### src/rtl/vagu_pkg.sv
package vagu_pkg;
  typedef enum logic [1:0] {
    MODE_UNIT   = 2'b00,
    MODE_STRIDE = 2'b01,
    MODE_INDEX  = 2'b10,
    MODE_CREATE = 2'b11
  } vagu_mode_e;
endpackage

### src/rtl/vagu_ctrl.sv
module vagu_ctrl #(
  parameter int MAX_VL = 64,
  localparam int EW = $clog2(MAX_VL),
  localparam int CW = EW + 1
) (
  input  logic          clk,
  input  logic          rst_n,
  input  logic          start,
  input  logic          create,
  input  logic [CW-1:0] vlen,
  input  logic          ready,
  output logic          busy,
  output logic [EW-1:0] elem,
  output logic          load,
  output logic          accept,
  output logic          done
);
  logic [CW-1:0] n_eff, cnt_q;
  logic          last;

  always_comb begin
    if (create)                   n_eff = CW'(MAX_VL);
    else if (vlen > CW'(MAX_VL))  n_eff = CW'(MAX_VL);
    else                          n_eff = vlen;
  end

  assign load   = start && !busy;
  assign accept = busy && ready;
  assign last   = ({1'b0, elem} == (cnt_q - CW'(1)));

  always_ff @(posedge clk) begin
    if (!rst_n) begin
      busy  <= 1'b0;
      elem  <= '0;
      cnt_q <= '0;
      done  <= 1'b0;
    end else begin
      done <= 1'b0;
      if (load) begin
        elem  <= '0;
        cnt_q <= n_eff;
        if (n_eff == '0) done <= 1'b1;
        else             busy <= 1'b1;
      end else if (accept) begin
        if (last) begin
          busy <= 1'b0;
          done <= 1'b1;
        end else begin
          elem <= elem + EW'(1);
        end
      end
    end
  end

  // done never lasts two cycles
  a_r8_done_pulse: assert property (@(posedge clk) disable iff (!rst_n)
    done |=> !done);
  // element number stays below captured length
  a_r4_elem_bound: assert property (@(posedge clk) disable iff (!rst_n)
    busy |-> ({1'b0, elem} < cnt_q));
  // captured length is frozen while streaming
  a_r9_len_frozen: assert property (@(posedge clk) disable iff (!rst_n)
    (busy && !(accept && last)) |=> $stable(cnt_q));
endmodule

### src/rtl/vagu_gen.sv
module vagu_gen
  import vagu_pkg::*;
#(
  parameter int AW         = 32,
  parameter int ELEM_BYTES = 8,
  parameter int MAX_VL     = 64,
  localparam int EW = $clog2(MAX_VL)
) (
  input  logic              clk,
  input  logic              rst_n,
  input  logic              load,
  input  logic              accept,
  input  vagu_mode_e        mode_in,
  input  logic [AW-1:0]     base,
  input  logic [AW-1:0]     stride,
  input  logic [MAX_VL-1:0] mask,
  input  logic [EW-1:0]     elem,
  input  logic [AW-1:0]     idx_data,
  output logic [AW-1:0]     addr,
  output logic              en,
  output vagu_mode_e        mode_q
);
  logic [AW-1:0]     acc_q, step_q, base_q;
  logic [MAX_VL-1:0] mask_q;
  logic [AW-1:0]     step_sel;

  // step chosen per mode; unit stride uses the element size
  always_comb begin
    case (mode_in)
      MODE_UNIT: step_sel = AW'(ELEM_BYTES);
      default:   step_sel = stride;
    endcase
  end

  always_ff @(posedge clk) begin
    if (!rst_n) begin
      acc_q  <= '0;
      step_q <= '0;
      base_q <= '0;
      mask_q <= '0;
      mode_q <= MODE_UNIT;
    end else if (load) begin
      acc_q  <= (mode_in == MODE_CREATE) ? '0 : base;
      step_q <= step_sel;
      base_q <= base;
      mask_q <= mask;
      mode_q <= mode_in;
    end else if (accept) begin
      acc_q <= acc_q + step_q;
    end
  end

  always_comb begin
    addr = (mode_q == MODE_INDEX) ? (base_q + idx_data) : acc_q;
    en   = (mode_q == MODE_CREATE) ? 1'b1 : mask_q[elem];
  end
endmodule

### src/rtl/vec_agu.sv
module vec_agu
  import vagu_pkg::*;
#(
  parameter int AW         = 32,
  parameter int ELEM_BYTES = 8,
  parameter int MAX_VL     = 64,
  localparam int EW = $clog2(MAX_VL),
  localparam int CW = EW + 1
) (
  input  logic              clk,
  input  logic              rst_n,
  input  logic              start,
  input  logic [1:0]        mode,
  input  logic [AW-1:0]     base,
  input  logic [AW-1:0]     stride,
  input  logic [CW-1:0]     vlen,
  input  logic [MAX_VL-1:0] mask,
  output logic [EW-1:0]     idx_addr,
  input  logic [AW-1:0]     idx_data,
  output logic              out_valid,
  input  logic              out_ready,
  output logic [AW-1:0]     out_addr,
  output logic              out_en,
  output logic [EW-1:0]     out_elem,
  output logic              done
);
  vagu_mode_e    mode_e, mode_q;
  logic          busy, load, accept;
  logic [EW-1:0] elem;

  assign mode_e = vagu_mode_e'(mode);

  vagu_ctrl #(.MAX_VL(MAX_VL)) u_ctrl (
    .clk(clk), .rst_n(rst_n), .start(start),
    .create(mode_e == MODE_CREATE), .vlen(vlen), .ready(out_ready),
    .busy(busy), .elem(elem), .load(load), .accept(accept), .done(done)
  );

  vagu_gen #(.AW(AW), .ELEM_BYTES(ELEM_BYTES), .MAX_VL(MAX_VL)) u_gen (
    .clk(clk), .rst_n(rst_n), .load(load), .accept(accept),
    .mode_in(mode_e), .base(base), .stride(stride), .mask(mask),
    .elem(elem), .idx_data(idx_data),
    .addr(out_addr), .en(out_en), .mode_q(mode_q)
  );

  assign out_valid = busy;
  assign out_elem  = elem;
  assign idx_addr  = elem;

  // stream holds under back-pressure
  a_r7_hold: assert property (@(posedge clk) disable iff (!rst_n)
    (out_valid && !out_ready) |=>
      (out_valid && $stable(out_elem) && $stable(out_en) &&
       (mode_q == MODE_INDEX || $stable(out_addr))));
  // unit-stride addresses advance by the element size
  a_r1_unit_step: assert property (@(posedge clk) disable iff (!rst_n)
    (out_valid && out_ready && mode_q == MODE_UNIT) |=>
      (!out_valid || out_addr == $past(out_addr) + AW'(ELEM_BYTES)));
  // index port follows the streamed element
  a_r3_idx_port: assert property (@(posedge clk) disable iff (!rst_n)
    (out_valid && out_ready && mode_q == MODE_INDEX) |=>
      (!out_valid || idx_addr == $past(idx_addr) + EW'(1)));
  // stream idle while done pulses
  a_r8_done_idle: assert property (@(posedge clk) disable iff (!rst_n)
    done |-> !out_valid);
  // reset leaves the block idle
  a_r11_reset_idle: assert property (@(posedge clk)
    !rst_n |=> (!out_valid && !done));
endmodule

### config.mk
export PLATFORM = sky130hd
export DESIGN_NAME = vec_agu
export DESIGN_NICKNAME = d
export VERILOG_FILES = /design/src/rtl/vagu_pkg.sv /design/src/rtl/vagu_ctrl.sv /design/src/rtl/vagu_gen.sv /design/src/rtl/vec_agu.sv
export SDC_FILE = /design/constraint.sdc
export NUM_CORES = 1
export LEC_CHECK = 0
export ABC_AREA = 1
export CAP_MARGIN = 20
export CELL_PAD_IN_SITES_DETAIL_PLACEMENT = 1
export CELL_PAD_IN_SITES_GLOBAL_PLACEMENT = 2
export CORE_ASPECT_RATIO = 0.8
export CORE_MARGIN = 2
export CORE_UTILIZATION = 35
export CTS_BUF_LIST = sky130_fd_sc_hd__clkbuf_4 sky130_fd_sc_hd__clkbuf_8
export DETAILED_ROUTE_END_ITERATION = 8
export DONT_BUFFER_PORTS = 1
export GPL_TIMING_DRIVEN = 1
export MAX_ROUTING_LAYER = met4
export PLACE_DENSITY_LB_ADDON = 0.3
export SETUP_SLACK_MARGIN = 0.3
export SYNTH_ARGS = -nofsm -noshare
export SYNTH_HDL_FRONTEND = slang
export SYNTH_SLANG_ARGS = --single-unit
### constraint.sdc
create_clock -name clk -period 2.5 [get_ports clk]
set_clock_uncertainty 0.05 [all_clocks]
set_input_delay 0.25 -clock clk [delete_from_list [all_inputs] [get_ports clk]]
set_output_delay 0.25 -clock clk [all_outputs]
set_load 0.05 [all_outputs]
==> results.toml <==
[global_routing]
gr-usage-met3_pct = 4.37
grt_util_met1_pct = 39.2
grt_max_degree = 101
grt_usage_pct = 29.2
use_met2_pct = 45.6
grt_pass1_vias = 13800
grt_first_pass_wirelength_mm = 77.8
grt_overflow_total = 0
antenna_found_initial = 1
grt_busiest_layer = "met2"

[place]
io_buffers = 0
dp_cells = 2251
place.gp.congestion = 0.898
dp_hpwl_mm = 35.1
place_worst_setup_slack_ps = -32.9
placed_area_sq_um = 12500

[logic_synthesis]
synthesis.nets = 2070
syn_inst = 1831
synthFlopType = "dfxtp_1"
yosysSeqAreaShare_pct = 30.5
synth_edf_count = 0
async_flop_share_pct = 0
yosysWarnings = 0
synth.distinct_cells = 37
postSynthAreaPerCell_sq_um = 6.36
synth-seq-cells = 177
netlist_area_sq_um = 11600

[sta]
fin_crit_sh_pct = 116
rsz0062_at_grt = "yes"
finalSetupTns_ps = -6780
fmax_mhz = 345
final-setup-viol-count = 29
slew_headroom_pct = 62.7
post-route-min-period_ps = 2890
worst_pin_slew_ps = 559
timing.final.ws_setup_ps = -395
finalHoldViolCount = 0
maxSlewViolCount = 0

[final_layout]
synthToLayoutAreaGrowth_pct = 42.1
final_core_util_pct = 50.7
nNetsFinal = 2292
instances_no_fill = 2492
fillers = 4126
final_area_sq_um = 16500
final_layout_size_suffix_gt1_share_pct = 21.3

[run_status]
violations = "setup timing"
status = "finished, violations left"

[cts]
clockBufferDepth = 2
clock_latency_ps = 510
cts_sinks = 177
cts_buffers = 17
clkTransAtPathRegs_ps = 110
cts_tree = "done"
cts_root_buffer = "clkbuf_8"
htreeDepth = 4

[setup_path]
max_stage_delay_ps = 430
worst_path_most_repeated_cell = "nand2_1"
critPathBufInv = 1
crit_path_top_delay_cell = "dfxtp_1"
crit_required_ps = 2200
worstSetupStartpointType = "register"
crit_type = "register to output pin"
critPathTopFamily = "compound AO/OA/AOI/OAI gates"
crit_chain = "ha_4 -> a21oi_1 -> o21ai_1 -> a21oi_2 -> nand2_8 -> nand2_2 -> nand2_1 -> nand2_1 -> nand3_1 -> nand2_1 -> buf_6"
arrival_ps = 2590
cp_max_fo = 5
worstSetupEndpointType = "output pin"
worstReg2RegStart = "u_gen.acc_q[0]"
crit_start = "u_gen.base_q[9]"

[pwr]
seq_power_share_pct = 37.7
internal_power_uw = 5230
power_frac_comb_pct = 37.1
ir_worst_vdd_v = 0.000279
switchingPower_uw = 3340
cellPowerDensity_nw_per_um2 = 518
swShare_pct = 39.0
p_clk_share_pct = 25.2
p_leak_uw = 0.00749

[floorplanning]
rows = 59
die_h_um = 167
start_util_pct = 35.7
die_area_sq_um = 34700
die_x_um = 208
core_area_sq_um = 32600
ios = 220

[routing]
drcViolationCount = 0
drtAntennaViolNets = 0
wl_per_cell_um = 20.9
drt_first_iter_violations = 1081
viasPerCell = 5.47
wl_mm = 52.1
dr.pass1.iters = 7
num_vias = 13600

[min_path]
min_from = "rst_n"
hp-class = "input pin to register"

[flow_run]
maxCapViolCount = 0
==> sequential cells by signal, summed over array words and instances (netlist names) <==
signal	flops
u_ctrl.busy	1
u_ctrl.cnt_q	7
u_ctrl.done	1
u_ctrl.elem	6
u_gen.acc_q	32
u_gen.base_q	32
u_gen.mask_q	64
u_gen.mode_q	2
u_gen.step_q	32
==> kinds of logic after synthesis <==
logic type / synth area share (%)
AOI/OAI and AO/OA: 19.4
xor gates and xnor gates: 1.05
adders and majority gates: 7.23
buffers and inverters: 10.1
DFF: 30.5
and+or+nand+nor: 31.7
==> routing by layer <==
layer / wire length (um) / up-vias
met5: 0 / -
met4: 1410 / 0
met3: 2570 / 109
met2: 24100 / 434
met1: 24100 / 6594
li1: - / 6482
==> timing repair <==
item,in CTS,in global routing
endpoints found under the setup margin,40,46
gates resized for setup,262,153
buffers inserted,28,21
hold endpoints to repair,171,0
hold buffers,160,0
pin swaps,60,62
==> cells in the final DEF (no fill, tap or decap), types with 24 or more instances in the layout <==
master / netlist / layout
a21oi_2: 0 / 26
o21ai_0: 135 / 104
dfxtp_2: 0 / 28
dfxtp_1: 177 / 147
a31oi_1: 33 / 31
a32o_1: 31 / 31
nand2_1: 587 / 503
dlygate4sd3_1: 0 / 159
a21oi_1: 127 / 91
buf_4: 8 / 70
nor2_1: 116 / 84
nand2_4: 0 / 24
buf_6: 0 / 31
ha_1: 64 / 32
nand2_2: 1 / 58
inv_1: 214 / 208
ha_4: 0 / 27
a22o_1: 27 / 27
nand3_1: 141 / 121
==> synthesized netlist by cell type (4+ instances only) <==
cell type | n | area, sq um
dfxtp_1 | 177 | 3540
nand3_1 | 141 | 706
a21oi_1 | 127 | 636
ha_1 | 64 | 801
nand4_1 | 10 | 62.6
nor3_1 | 13 | 65.1
a22o_1 | 27 | 236
o21ai_0 | 135 | 676
o22ai_1 | 5 | 31.3
xor2_1 | 6 | 52.6
nand2_1 | 587 | 2200
buf_1 | 4 | 15.0
a31oi_1 | 33 | 206
buf_4 | 8 | 60.1
or2_2 | 9 | 56.3
xnor2_1 | 8 | 70.1
o211ai_1 | 7 | 52.6
nor2_1 | 116 | 435
inv_1 | 214 | 803
a32o_1 | 31 | 310
a21o_1 | 5 | 37.5
clkbuf_1 | 39 | 146
buf_2 | 27 | 135
nand3b_1 | 13 | 97.6
==> through the flow <==
stage          power (uW)  hold WS (ps)
2_1_floorplan        4830           303
6_report             8570          52.3
3_5_place_dp         5570           310
5_1_grt              8960          36.8
4_1_cts              8300          6.30
3_3_place_gp         5510           309
==> layout make-up <==
class | instances | area (sq um) | area share, %
repair buffers | 281 | 2850 | 17.3
clock inverters | 10 | 128 | 0.772
clock buffers | 20 | 263 | 1.59
multi-input cells | 1358 | 8330 | 50.4
diodes | 1 | 2.50 | 0.0151
well taps | 427 | 534 | 3.23
inverters | 218 | 837 | 5.06
flip-flops and latches | 177 | 3590 | 21.7
==> worst reg2reg max path, cell delays in order, from the launching register on <==
cell and delay, ps:
dfxtp_2 360, ha_2 210, fa_2 440, nand3_2 120
nand3_4 90, nand2_1 70, nand2_1 100, nand2_2 90
nand2_2 80, or2_2 280, nand3_1 70, a21oi_1 60
==> worst paths after layout <==
kind	endpoint	slack, ps	depth (start not counted)
max	out_addr[30]	-390	11
min	u_gen.acc_q[21]	50	3
max reg2reg	u_gen.acc_q[16]	360	11
min reg2reg	u_gen.base_q[28]	420	2
==> power groups by stage <==
stage / registers, uW / clock network, uW / logic (uW)
after floorplan: 3210 / 0 / 1620
after global placement: 3260 / 0 / 2250
after detailed placement: 3270 / 0 / 2300
after CTS: 3220 / 2200 / 2880
after global routing: 3250 / 2300 / 3410
final: 3230 / 2160 / 3180
Note: power is estimated with default switching activity, not from simulation.
